## config.mk

```make
export PLATFORM = sky130hd
export DESIGN_NAME = bus_cycle_mem
export DESIGN_NICKNAME = d
export VERILOG_FILES = /design/src/rtl/mic_pkg.sv /design/src/rtl/mic_lanes.sv /design/src/rtl/mic_store.sv /design/src/rtl/mic_cycle_ctrl.sv /design/src/rtl/bus_cycle_mem.sv
export SDC_FILE = /design/constraint.sdc
export NUM_CORES = 1
export LEC_CHECK = 0
export BUFFER_PORTS_ARGS = -buffer_cell sky130_fd_sc_hd__buf_2
export CAP_MARGIN = 20
export CORE_MARGIN = 3
export CORE_UTILIZATION = 56
export DETAILED_ROUTE_END_ITERATION = 10
export PLACE_DENSITY = 0.86
export SYNTH_ARGS = -nofsm -noshare
export SYNTH_HDL_FRONTEND = slang
export SYNTH_SLANG_ARGS = --single-unit
export TNS_END_PERCENT = 10
```

## constraint.sdc

```tcl
create_clock -name clk_i -period 5.5 [get_ports clk_i]
set_input_delay 0.275 -clock clk_i [delete_from_list [all_inputs] [get_ports clk_i]]
set_output_delay 0.275 -clock clk_i [all_outputs]
set_load 0.02 [all_outputs]
```

## src/rtl/mic_pkg.sv

```systemverilog
package mic_pkg;
  localparam int BUS_W  = 32;
  localparam int NLANE  = BUS_W / 8;

  typedef enum logic [1:0] {
    CYC_NSEQ = 2'b00,
    CYC_SEQ  = 2'b01,
    CYC_INT  = 2'b10,
    CYC_COP  = 2'b11
  } cyc_e;

  typedef enum logic [1:0] {
    SZ_BYTE = 2'b00,
    SZ_HALF = 2'b01,
    SZ_WORD = 2'b10,
    SZ_RSVD = 2'b11
  } size_e;
endpackage

```

## src/rtl/mic_lanes.sv

```systemverilog
module mic_lanes
  import mic_pkg::*;
(
  input  logic [1:0]       off_i,
  input  size_e            size_i,
  input  logic             big_i,
  input  logic [BUS_W-1:0] wdata_i,
  input  logic [BUS_W-1:0] word_i,
  output logic             bad_o,
  output logic [BUS_W-1:0] merged_o,
  output logic [BUS_W-1:0] rrep_o
);
  logic [1:0]       lane;
  logic             hsel;
  logic [BUS_W-1:0] wrep;
  logic [NLANE-1:0] mask;

  assign lane = big_i ? ~off_i : off_i;
  assign hsel = big_i ? ~off_i[1] : off_i[1];

  always_comb begin
    unique case (size_i)
      SZ_BYTE: bad_o = 1'b0;
      SZ_HALF: bad_o = off_i[0];
      SZ_WORD: bad_o = |off_i;
      default: bad_o = 1'b1;
    endcase
  end

  always_comb begin
    unique case (size_i)
      SZ_BYTE: begin
        wrep   = {NLANE{wdata_i[7:0]}};
        rrep_o = {NLANE{word_i[8*lane +: 8]}};
      end
      SZ_HALF: begin
        wrep   = {(NLANE/2){wdata_i[15:0]}};
        rrep_o = {(NLANE/2){word_i[16*hsel +: 16]}};
      end
      default: begin
        wrep   = wdata_i;
        rrep_o = word_i;
      end
    endcase
  end

  for (genvar b = 0; b < NLANE; b++) begin : g_lane
    localparam logic [1:0] LB = 2'(b);
    assign mask[b] = (size_i == SZ_WORD) ||
                     (size_i == SZ_HALF && LB[1] == hsel) ||
                     (size_i == SZ_BYTE && LB == lane);
    assign merged_o[8*b +: 8] = mask[b] ? wrep[8*b +: 8] : word_i[8*b +: 8];
  end
endmodule

```

## src/rtl/mic_store.sv

```systemverilog
module mic_store #(
  parameter int DEPTH = 16,
  parameter int DW    = 32,
  parameter int IW    = $clog2(DEPTH)
) (
  input  logic          clk_i,
  input  logic          we_i,
  input  logic [IW-1:0] idx_i,
  input  logic [DW-1:0] wdata_i,
  output logic [DW-1:0] rdata_o
);
  logic [DW-1:0] mem_q [DEPTH];

  always_ff @(posedge clk_i) begin
    if (we_i) mem_q[idx_i] <= wdata_i;
  end

  assign rdata_o = mem_q[idx_i];
endmodule

```

## src/rtl/mic_cycle_ctrl.sv

```systemverilog
module mic_cycle_ctrl
  import mic_pkg::*;
#(
  parameter int AW     = 32,
  parameter int WAIT_N = 2,
  parameter int CW     = $clog2(WAIT_N + 2)
) (
  input  logic          clk_i,
  input  logic          rst_ni,
  input  cyc_e          cyc_i,
  input  logic [AW-1:0] addr_i,
  input  logic          wr_i,
  input  logic          lock_i,
  input  logic          bad_i,
  output logic          wait_o,
  output logic          abort_o,
  output logic          go_o
);
  logic [AW-1:0] prev_q;
  logic          prev_vld_q;
  logic          lock_held_q;
  logic [CW-1:0] cnt_q;
  logic          req, near, swap_wr, fast;

  assign req     = (cyc_i == CYC_NSEQ) || (cyc_i == CYC_SEQ);
  assign near    = prev_vld_q && ((addr_i == prev_q) ||
                                  (addr_i == prev_q + AW'(2)) ||
                                  (addr_i == prev_q + AW'(4)));
  assign swap_wr = lock_held_q && lock_i && wr_i && (addr_i == prev_q);
  assign fast    = ((cyc_i == CYC_SEQ) && near) || swap_wr;

  assign abort_o = req && bad_i;
  assign wait_o  = req && !bad_i && !fast && (cnt_q != CW'(WAIT_N));
  assign go_o    = req && !bad_i && !wait_o;

  always_ff @(posedge clk_i or negedge rst_ni) begin
    if (!rst_ni) begin
      cnt_q       <= '0;
      prev_q      <= '0;
      prev_vld_q  <= 1'b0;
      lock_held_q <= 1'b0;
    end else begin
      cnt_q <= wait_o ? cnt_q + CW'(1) : '0;
      if (go_o) begin
        prev_q      <= addr_i;
        prev_vld_q  <= 1'b1;
        lock_held_q <= lock_i && !wr_i;
      end else if (!lock_i) begin
        lock_held_q <= 1'b0;
      end
    end
  end

  // the core holds its request while stretched
  a_r2_hold_stable: assert property (@(posedge clk_i) disable iff (!rst_ni)
    wait_o |=> $stable(addr_i) && $stable(cyc_i));

  // a stretched access either keeps waiting or completes
  a_r2_wait_resolves: assert property (@(posedge clk_i) disable iff (!rst_ni)
    wait_o |=> (wait_o || go_o));

  // a rejected cycle never stalls
  a_r6_abort_no_wait: assert property (@(posedge clk_i) disable iff (!rst_ni)
    abort_o |-> !wait_o && !go_o);
endmodule

```

## src/rtl/bus_cycle_mem.sv

```systemverilog
module bus_cycle_mem
  import mic_pkg::*;
#(
  parameter int DEPTH  = 16,
  parameter int WAIT_N = 2
) (
  input  logic        clk_i,
  input  logic        rst_ni,
  input  logic [31:0] addr_i,
  input  logic        mreq_ni,
  input  logic        seq_i,
  input  logic        wr_i,
  input  logic [1:0]  size_i,
  input  logic        lock_i,
  input  logic        big_end_i,
  input  logic [31:0] wdata_i,
  output logic [31:0] rdata_o,
  output logic        wait_o,
  output logic        abort_o
);
  localparam int IW = $clog2(DEPTH);

  cyc_e             cyc;
  size_e            size;
  logic             bad, go, we;
  logic [IW-1:0]    idx;
  logic [BUS_W-1:0] word, merged, rrep;

  assign cyc  = cyc_e'({mreq_ni, seq_i});
  assign size = size_e'(size_i);
  assign idx  = addr_i[IW+1:2];

  mic_cycle_ctrl #(.AW(32), .WAIT_N(WAIT_N)) ctrl_i (
    .clk_i  (clk_i),
    .rst_ni (rst_ni),
    .cyc_i  (cyc),
    .addr_i (addr_i),
    .wr_i   (wr_i),
    .lock_i (lock_i),
    .bad_i  (bad),
    .wait_o (wait_o),
    .abort_o(abort_o),
    .go_o   (go)
  );

  mic_lanes lanes_i (
    .off_i   (addr_i[1:0]),
    .size_i  (size),
    .big_i   (big_end_i),
    .wdata_i (wdata_i),
    .word_i  (word),
    .bad_o   (bad),
    .merged_o(merged),
    .rrep_o  (rrep)
  );

  assign we = go && wr_i;

  mic_store #(.DEPTH(DEPTH), .DW(BUS_W)) store_i (
    .clk_i  (clk_i),
    .we_i   (we),
    .idx_i  (idx),
    .wdata_i(merged),
    .rdata_o(word)
  );

  assign rdata_o = (go && !wr_i) ? rrep : '0;

  // non-memory cycles are fully quiet
  a_r4_idle_quiet: assert property (@(posedge clk_i) disable iff (!rst_ni)
    mreq_ni |-> !wait_o && !abort_o && !we && (rdata_o == '0));

  // a rejected access never reaches the array
  a_r6_abort_no_write: assert property (@(posedge clk_i) disable iff (!rst_ni)
    abort_o |-> !we && (rdata_o == '0));
endmodule

```

==> qor.yml <==
grt_overflow: 0
via_per_inst: 6.90
outcome: "completed"
start_util_pct: 57.1
setup_viol: 0
met3_usage_pct: 6.28
busiest_layer: "met2"
reg2reg_from: "ctrl_i.prev_q[2]$_DFFE_PN0N_"
finalPower_w: 0.00944
critPathLaunch: "ctrl_i.prev_q[2]$_DFFE_PN0N_"
core_area_um2: 42300
seq_area_frac_synth_pct: 67.3
cp.arrival_ns: 4.93
dp_hpwl_mm: 42.2
hold_path.class: "input port to register"
drive_gt1_share_pct: 30.6
drv_cap: 0
cp.required_ns: 5.22
synth_seq_cells: 548
portBuffers: 106
drc: 0
syn_to_final_growth_pct: 13.9
cp-start-kind: "register"
async_reset_ff_share_pct: 6.57
cts_buffer_depth: 3
synth_cell_types: 53
max_slew_margin_pct: 18.8
cts_tree: "built"
wl_per_cell_um: 30.9
root_buffer: "clkbuf_16"
nNetsFinal: 1597
synthCells: 1349
dp.cells: 2011
synth_top_area_cell: "edfxtp_1"
p_leak_nw: 9.07
clkLatencyLatePin_ns: 0.60
rsz0062_at_grt: "no"
synth_edf_count: 512
fin_crit_ns: 5.21
vdd_drop_max_v: 0.000257
first_global_vias: 14400
finalCritPeriodShare_pct: 94.7
die_height_um: 214
hold_path_startpoint: "addr_i[7]"
h-tree-depth: 2
grt_use_total_pct: 29.2
worst_pin_slew_ns: 1.21
ys_warn_count: 0
max_freq_mhz: 192
slew_violations: 0
grt_use_met1_pct: 39.3
cp-end-kind: "primary output"
grt_antenna_before_repair: 2
wl_mm: 65.8
synth_ff_type: "edfxtp_1"
cts.sinks: 548
hold_viol: 0
placed_area_um2: 25700
ioPinCount: 107
numCtsBuffers: 51
place_ws_ns: 0.789
netlist_area_um2: 24200
final_core_util_pct: 65.1
die_w_um: 214
routabilityCongestion: 0.968
worst_clock_skew_ns: 0.0197
drtAntennaViolNets: 0
clk_pin_slew_ns: 0.06
mostFrequentLayoutCells: "512 x edfxtp_1, 168 x mux4_2, 104 x buf_2"
met2_usage_pct: 46.5
syn_nets: 1425
setup.worst_path.class: "register to primary output"
grt_max_degree: 63
synth_area_leaders: "edfxtp_1 64%, mux4_2 16%, dfrtp_1 3.7%"
first_pass_iters: 7
drtIter0Drc: 2240
stdcell_count: 2128
die_area_um2: 45700
setup_ws_ns: 0.293
design_area_um2: 27500
insertedDiodeCount: 0
p_per_area_nw_per_um2: 343
cp_max_fo: 28
final_common_cell: "edfxtp_1"
reg2reg_setup_slack_ns: 0.71
num_vias: 14700
num_rows: 75
synth_top_cell_area_share_pct: 63.6
grt_pass1_wl_mm: 95.9
syn_avg_cell_area_um2: 17.9
==> critical path, cell delays in order, from the launching register on <==
cell      delay [ns]
dfrtp_1         0.46
ha_1            0.38
inv_1           0.16
or4_4           0.59
or4_1           0.49
a22oi_1         0.32
nor4b_2         0.24
nand4_1         0.11
a31oi_1         0.34
o21ai_4         0.28
buf_4           0.35
a211oi_1        0.35
buf_2           0.24
==> through the flow <==
step	TNS (ns)	hold slack (ns)
final	0	0.0470
after global routing	0	0.0428
after CTS	0	0.0246
after detailed placement	0	0.428
after global placement	0	0.413
after floorplan	-56.13	-0.0206
==> what timing repair did <==
| action | CTS | global route |
|---|---|---|
| gates resized for setup | 0 | 0 |
| hold buffers | 27 | 0 |
| buffers inserted | 0 | 0 |
| hold endpoints to repair | 62 | 0 |
| endpoints found under the setup margin | 0 | 0 |
==> final cells by class <==
type                            instances  area (um2)
Multi-Input combinational cell        713        7650
Inverter                                4        15.0
Clock inverter                         17         165
Timing Repair Buffer                  203        1380
Sequential cell                       548       16300
Tap cell                              577         722
Fill cell                            2757       14800
Clock buffer                           66        1330
==> state kept, by name (all words and copies together) (netlist names) <==
| signal | flops |
|---|---|
| ctrl_i.cnt_q | 2 |
| store_i.mem_q | 512 |
| ctrl_i.prev_q | 32 |
| ctrl_i.lock_held_q | 1 |
| ctrl_i.prev_vld_q | 1 |
==> routing by layer <==
layer | routed length, um | share of wire (%)
met1 | 23500 | 36
met4 | 3670 | 5.6
met5 | 60 | 0.091
met2 | 31300 | 48
met3 | 7250 | 11
==> power by group <==
group	total (W)	leakage, nW	internal (W)	switching (W)
clock	0.00330	0.727	0.00184	0.00147
combinational	0.00128	3.31	0.000486	0.000797
sequential	0.00486	5.03	0.00474	0.000112
total	0.00944	9.07	0.00707	0.00238
==> cells by family (layout without fill, tap and decap cells) <==
| kind of cell | after synthesis | in the layout | synth area share [%] |
|---|---|---|---|
| compound gates | 144 | 144 | 3.92 |
| xor+xnor | 62 | 62 | 2.25 |
| fa+ha+maj | 3 | 3 | 0.155 |
| buf+inv | 88 | 290 | 1.55 |
| flops | 548 | 548 | 67.3 |
| mux | 229 | 229 | 18.9 |
| simple gates | 275 | 275 | 5.98 |
==> synth_stat cells (2+ instances only) <==
cell type and number:
mux4_2 168, buf_6 3, nand3b_1 2, o22ai_1 5, nand2_1 81, mux2_2 12, a21oi_1 33, mux2_4 30
ha_1 3, and3_1 9, buf_1 20, nor4_1 20, and2_1 10, clkbuf_1 44, and4_1 8, xor2_1 29
or3_1 6, o21ai_0 24, nand3_1 19, nor2_1 40, mux2i_1 19, a221oi_1 17, nor3_1 25, a31oi_1 14
buf_2 17, nor2b_1 3, nand4_1 26, inv_1 4, or4_1 3, o32ai_1 2, nor4_2 5, o31ai_1 3
a31o_2 2, xnor2_1 33, o211ai_1 3, a211oi_1 34, dfrtp_1 36, nand2b_1 10, or2_2 2, edfxtp_1 512
==> worst paths after layout <==
kind	depth (start not counted)	end
min in group asynchronous	2	ctrl_i.prev_q[17]$_DFFE_PN0N_
setup / recovery	12	rdata_o[17]
hold reg to reg	1	ctrl_i.cnt_q[0]$_DFF_PN0_
max in group asynchronous	2	ctrl_i.prev_q[1]$_DFFE_PN0N_
hold / removal	2	ctrl_i.prev_q[7]$_DFFE_PN0N_
setup reg to reg	12	store_i.mem_q[14][8]$_DFFE_PP_
(Power assumes the default switching activity.)
